File: config.mk
export PLATFORM = sky130hd
export DESIGN_NAME = bor_seq_ctrl
export DESIGN_NICKNAME = d
export VERILOG_FILES = /design/src/rtl/bor_pkg.sv /design/src/rtl/bor_cycle_timer.sv /design/src/rtl/bor_enable_ctl.sv /design/src/rtl/bor_status_flags.sv /design/src/rtl/bor_seq_ctrl.sv
export SDC_FILE = /design/constraint.sdc
export NUM_CORES = 1
export LEC_CHECK = 0
export BUFFER_PORTS_ARGS = -buffer_cell sky130_fd_sc_hd__buf_4
export CAP_MARGIN = 5
export CELL_PAD_IN_SITES_DETAIL_PLACEMENT = 1
export CELL_PAD_IN_SITES_GLOBAL_PLACEMENT = 1
export CORE_MARGIN = 4
export CORE_UTILIZATION = 40
export CTS_BUF_LIST = sky130_fd_sc_hd__clkbuf_8
export DETAILED_ROUTE_END_ITERATION = 12
export PLACE_DENSITY_LB_ADDON = 0.3
export SLEW_MARGIN = 40
export SYNTH_ARGS = -nofsm -noshare
export SYNTH_HDL_FRONTEND = slang
export SYNTH_SLANG_ARGS = --single-unit
File: constraint.sdc
create_clock -name clk -period 2.14 [get_ports clk]
set_input_delay 0.535 -clock clk [delete_from_list [all_inputs] [get_ports clk]]
set_output_delay 0.535 -clock clk [all_outputs]
set_load 0.02 [all_outputs]
File: src/rtl/bor_pkg.sv
package bor_pkg;

  typedef enum logic [1:0] {
    MODE_OFF   = 2'b00,
    MODE_SW    = 2'b01,
    MODE_NOSLP = 2'b10,
    MODE_ON    = 2'b11
  } bor_mode_e;

  typedef enum logic [1:0] {
    ST_RUN    = 2'b00,
    ST_FILTER = 2'b01,
    ST_HOLD   = 2'b10,
    ST_DELAY  = 2'b11
  } bor_state_e;

endpackage

File: src/rtl/bor_cycle_timer.sv
module bor_cycle_timer #(
  parameter int LIMIT = 4
) (
  input  logic clk,
  input  logic rst_n,
  input  logic step,
  output logic done
);
  localparam int W = (LIMIT < 2) ? 1 : $clog2(LIMIT + 1);
  localparam logic [W-1:0] LAST = W'(LIMIT - 1);

  logic [W-1:0] cnt_q;

  // Counts consecutive step cycles; any idle cycle returns it to zero.
  always_ff @(posedge clk or negedge rst_n) begin
    if (!rst_n)    cnt_q <= '0;
    else if (step) cnt_q <= cnt_q + 1'b1;
    else           cnt_q <= '0;
  end

  assign done = (cnt_q == LAST);
endmodule

File: src/rtl/bor_enable_ctl.sv
module bor_enable_ctl
  import bor_pkg::*;
(
  input  logic       clk,
  input  logic       rst_n,
  input  logic [1:0] cfg_mode_i,
  input  logic       sleep_i,
  input  logic       sw_en_wr_i,
  input  logic       sw_en_wdata_i,
  output logic       sw_en_o,
  output logic       armed_o
);
  bor_mode_e mode;
  logic      sw_en_q;

  assign mode = bor_mode_e'(cfg_mode_i);

  always_ff @(posedge clk or negedge rst_n) begin
    if (!rst_n)                             sw_en_q <= 1'b0;
    else if (sw_en_wr_i && mode == MODE_SW) sw_en_q <= sw_en_wdata_i;
  end

  always_comb begin
    unique case (mode)
      MODE_OFF:   armed_o = 1'b0;
      MODE_SW:    armed_o = sw_en_q;
      MODE_NOSLP: armed_o = ~sleep_i;
      MODE_ON:    armed_o = 1'b1;
      default:    armed_o = 1'b0;
    endcase
  end

  assign sw_en_o = (mode == MODE_SW) && sw_en_q;
endmodule

File: src/rtl/bor_status_flags.sv
module bor_status_flags (
  input  logic clk,
  input  logic rst_n,
  input  logic bor_evt_i,
  input  logic por_set_i,
  input  logic bor_set_i,
  output logic por_flag_o,
  output logic bor_flag_o
);
  always_ff @(posedge clk or negedge rst_n) begin
    if (!rst_n) begin
      por_flag_o <= 1'b0;
      bor_flag_o <= 1'b0;
    end else begin
      if (por_set_i) por_flag_o <= 1'b1;
      // A new brown-out event wins over a simultaneous software set.
      if (bor_evt_i)      bor_flag_o <= 1'b0;
      else if (bor_set_i) bor_flag_o <= 1'b1;
    end
  end
endmodule

File: src/rtl/bor_seq_ctrl.sv
module bor_seq_ctrl
  import bor_pkg::*;
#(
  parameter int FILT_CYC = 4,
  parameter int PWRT_CYC = 16
) (
  input  logic       clk,
  input  logic       rst_n,
  input  logic       uv_i,
  input  logic [1:0] cfg_mode_i,
  input  logic       sleep_i,
  input  logic       pwrt_en_i,
  input  logic       sw_en_wr_i,
  input  logic       sw_en_wdata_i,
  input  logic       por_flag_set_i,
  input  logic       bor_flag_set_i,
  output logic       sys_rst_o,
  output logic       sw_en_o,
  output logic       por_flag_o,
  output logic       bor_flag_o
);
  bor_state_e state_q, state_d;
  logic       armed, trip, flt_step, flt_done, pw_step, pw_done, bor_evt;

  bor_enable_ctl u_en (
    .clk           (clk),
    .rst_n         (rst_n),
    .cfg_mode_i    (cfg_mode_i),
    .sleep_i       (sleep_i),
    .sw_en_wr_i    (sw_en_wr_i),
    .sw_en_wdata_i (sw_en_wdata_i),
    .sw_en_o       (sw_en_o),
    .armed_o       (armed)
  );

  assign trip = armed && uv_i;

  // Filter counter: consecutive armed-low-supply samples outside reset.
  assign flt_step = (state_q == ST_RUN || state_q == ST_FILTER) && trip && !flt_done;

  bor_cycle_timer #(.LIMIT(FILT_CYC)) u_flt (
    .clk   (clk),
    .rst_n (rst_n),
    .step  (flt_step),
    .done  (flt_done)
  );

  // Power-up delay counter: runs only in the delay state, cleared by a re-dip.
  assign pw_step = (state_q == ST_DELAY) && !trip && !pw_done;

  bor_cycle_timer #(.LIMIT(PWRT_CYC)) u_pwrt (
    .clk   (clk),
    .rst_n (rst_n),
    .step  (pw_step),
    .done  (pw_done)
  );

  always_comb begin
    state_d = state_q;
    unique case (state_q)
      ST_RUN, ST_FILTER: begin
        if (trip) state_d = flt_done ? ST_HOLD : ST_FILTER;
        else      state_d = ST_RUN;
      end
      ST_HOLD: begin
        if (!armed)     state_d = ST_RUN;
        else if (!uv_i) state_d = pwrt_en_i ? ST_DELAY : ST_RUN;
      end
      ST_DELAY: begin
        if (trip)         state_d = ST_HOLD;
        else if (pw_done) state_d = ST_RUN;
      end
      default: state_d = ST_RUN;
    endcase
  end

  always_ff @(posedge clk or negedge rst_n) begin
    if (!rst_n) state_q <= ST_RUN;
    else        state_q <= state_d;
  end

  assign sys_rst_o = (state_q == ST_HOLD) || (state_q == ST_DELAY);
  assign bor_evt   = (state_d == ST_HOLD) && (state_q != ST_HOLD);

  bor_status_flags u_flags (
    .clk        (clk),
    .rst_n      (rst_n),
    .bor_evt_i  (bor_evt),
    .por_set_i  (por_flag_set_i),
    .bor_set_i  (bor_flag_set_i),
    .por_flag_o (por_flag_o),
    .bor_flag_o (bor_flag_o)
  );
endmodule

==> metrics <==
Post-Place Cells=82; crit path from=u_pwrt.cnt_q[0]; fraction of layout cells with a size suffix above 1=28.2%; fillers=about 160; Total Routing Usage GR=about 15%; CP delay by family, top=simple AND/OR/NAND/NOR gates; PostCTS Resize Cnt=0; most frequent cell after synthesis=dfrtp_1; Max Cap Viol=0; clk_skew=0.00271 ns; routability cong.=approximately 0.72; diode count=0; LEAKAGE=0.000374 uW; clock network fraction of design power=40.2%; die width=46.8 um; status=completed; Distinct cells, synth=21; Slowest cell on crit path=dfrtp_1; critical path class=reg2reg; TritonCTS Sinks=13; cts hold-fix bufs=0; main flop type after synthesis=dfrtp_1; CP required=2.30 ns; H-Tree Depth=1; core area=1370 um2; sequential-to-total area share from yosys stat=a little over half; Area contributors post-synth=dfrtp_1 54%, ha_1 8.3%, nor2_1 5.0%; ys async rst share=100%; Int Pwr=410 uW; crit path max fanout=6; critical path, cell by cell=ha_1, and3_1, ha_1, and3b_1, nand3_1, nor2_1; most frequent cell on the critical path=ha_1; Max stage delay on crit path=0.39 ns; list of most frequent post-synthesis cells=13 x dfrtp_1, 8 x nor2_1, 5 x inv_1; Reg2Reg Capture Point=u_pwrt.cnt_q[4]; end-of-flow core utilization=56.3%; Avg Inst Size Synth=11.2 um2; Remaining Overflow, GRT=0; Die Footprint=2190 um2; Power Density=683 nW/um2; Initial DRT Pass Iterations=4; P_sw=115 uW; Synth area leader=dfrtp_1; Hold Crit Class=in2async; Finish-stage setup viols=0; CP Depth=6; synthesized instance count=54; Fmax achieved=0.587 GHz; Iter 0 DRT Violations=6; Port Buf Inserts=14; drc violations=0; DR WL/cell=14.6 um; maximum clock path buffer count=2; initial antenna violation count=0; count of final hold-check violations=0; Post-synth EDFFs=0; Root Buffer=clkbuf_8; final slew viol count=0; Setup crit end kind=flip-flop; via count=between 400 and 500; synthesis-stage register bit count=13; die height=between 40 and 50 um; Pwr Total=525 uW; fin cells=86; Switching Share=21.9%; RSZ-0062 raised after global routing=no; Final HPWL DP=roughly 1000 um; total clock buffers created by CTS=3; DR vias/cell=5.30; TritonCTS clock tree=done; ANT nets after route=0; post-layout minimum cycle time=1.70 ns; TNS Setup=0 ns; area share of the leading cell type in the synthesized netlist=53.9%; post-synthesis instance area=603 um2; Yosys warnings=0; WP buf/inv=0; Gate power share=under 10%; first-pass GRT wire length=2170 um; largest net degree at the start of global routing=14; Syn Nets=69; area growth from synthesis to layout=27.6%; slew margin rel.=78.6%; Starting Density=44.1%; r2r setup slk=0.44 ns; final WL=1250 um; worst vdd ir=559 uV; Reg clk slew, reported paths=0.05 ns; row cnt=13; Ports=15; vias in the first global route=503; power share of the sequential group=50.0%; startpoint types=flip-flop; Reg2Reg Launch Point=u_pwrt.cnt_q[0]; Worst Setup EP=u_pwrt.cnt_q[4]; Tcrit/Tclk final=79.6%; latest clock arrival within the worst-skew pair=0.24 ns; Critical Path AT=1.87 ns; number of setup buffers added after CTS=0; Slew @ Worst Pin=approximately 0.32 ns; Final #Nets=87; R2R depth=6
==> cell type report <==
cell class / instances / area (um2) / area share (%)
Clock inverter: 1 / 5.00 / 0.650
Multi-Input combinational cell: 35 / 255 / 33.2
Inverter: 5 / 18.8 / 2.44
Sequential cell: 13 / 325 / 42.3
Tap cell: 15 / 18.8 / 2.44
Clock buffer: 3 / 41.3 / 5.37
Timing Repair Buffer: 14 / 105 / 13.7
==> registers in the layout, indices dropped and copies added (netlist names) <==
name	count
state_q	2
u_pwrt.cnt_q	5
u_en.sw_en_q	1
u_flags.por_flag_o	1
u_flt.cnt_q	3
u_flags.bor_flag_o	1
==> per-layer routing <==
metal | vias up | track usage (%) | routed length [um]
met5 | - | 0 | 0
met4 | 0 | 3.31 | 0
met3 | 0 | 6.13 | 78
met2 | 17 | 26.0 | 700
met1 | 220 | 15.8 | 474
li1 | 219 | - | -
==> power groups by stage <==
stage / Clock, uW / Combinational, uW / Sequential (uW)
3_3_place_gp: 0 / 49.6 / 266
6_report: 211 / 51.4 / 262
4_1_cts: 221 / 52.6 / 262
3_5_place_dp: 0 / 51.8 / 267
5_1_grt: 234 / 57.4 / 264
2_1_floorplan: 0 / 22.6 / 265
==> logic make-up (layout without fill, tap and decap cells) <==
| kind of cell | after synthesis | in the layout | share of synthesized area [%] |
|---|---|---|---|
| simple gates | 20 | 20 | 18.3 |
| flops | 13 | 13 | 53.9 |
| compound gates | 7 | 7 | 9.34 |
| buf+inv | 6 | 23 | 3.73 |
| fa+ha+maj | 4 | 4 | 8.30 |
| xor+xnor | 2 | 2 | 2.91 |
| mux | 2 | 2 | 3.53 |
==> worst register-to-register path, stage by stage, from the launching register on <==
cell and delay, ns:
dfrtp_1 0.39, ha_1 0.24, and3_1 0.20, ha_1 0.19, and3b_1 0.24, nand3_1 0.20, nor2_1 0.17
==> worst min path at each step <==
stage,from,to,slack [ns],depth (start not counted)
floorplan,rst_n,state_q[0],0.24,0
global placement,rst_n,u_flags.bor_flag_o,0.39,1
detailed placement,rst_n,u_flags.bor_flag_o,0.39,1
CTS,rst_n,u_flt.cnt_q[2],0.13,1
global route,rst_n,u_pwrt.cnt_q[0],0.13,1
finish,rst_n,u_flags.por_flag_o,0.13,1
==> placed cells by master, fill, tap and decap left out <==
| master | synthesis | routed |
|---|---|---|
| a21o_1 | 1 | 1 |
| and3b_1 | 2 | 2 |
| a211o_1 | 1 | 1 |
| mux2i_1 | 1 | 1 |
| mux2_2 | 1 | 1 |
| o2111ai_1 | 1 | 1 |
| o221ai_1 | 1 | 1 |
| o211ai_1 | 1 | 1 |
| nor2b_1 | 2 | 2 |
| or2_2 | 1 | 1 |
| dfrtp_1 | 13 | 13 |
| xnor2_1 | 1 | 1 |
| nand3b_1 | 3 | 3 |
| buf_4 | 0 | 14 |
| xor2_1 | 1 | 1 |
| nor2_1 | 8 | 8 |
| inv_1 | 5 | 5 |
| clkinv_2 | 0 | 1 |
| clkbuf_8 | 0 | 3 |
| o21a_1 | 2 | 2 |
| and3_1 | 1 | 1 |
| ha_1 | 4 | 4 |
| nand3_1 | 3 | 3 |
==> stage by stage <==
stage	setup WS (ns)	area, um2	hold WS (ns)
global route	0.312	769	0.130
finish	0.436	769	0.127
detailed placement	0.479	723	0.386
floorplan	0.666	603	0.239
CTS	0.421	769	0.125
global placement	0.573	723	0.385
No activity file was read; power rests on OpenSTA's default activity.
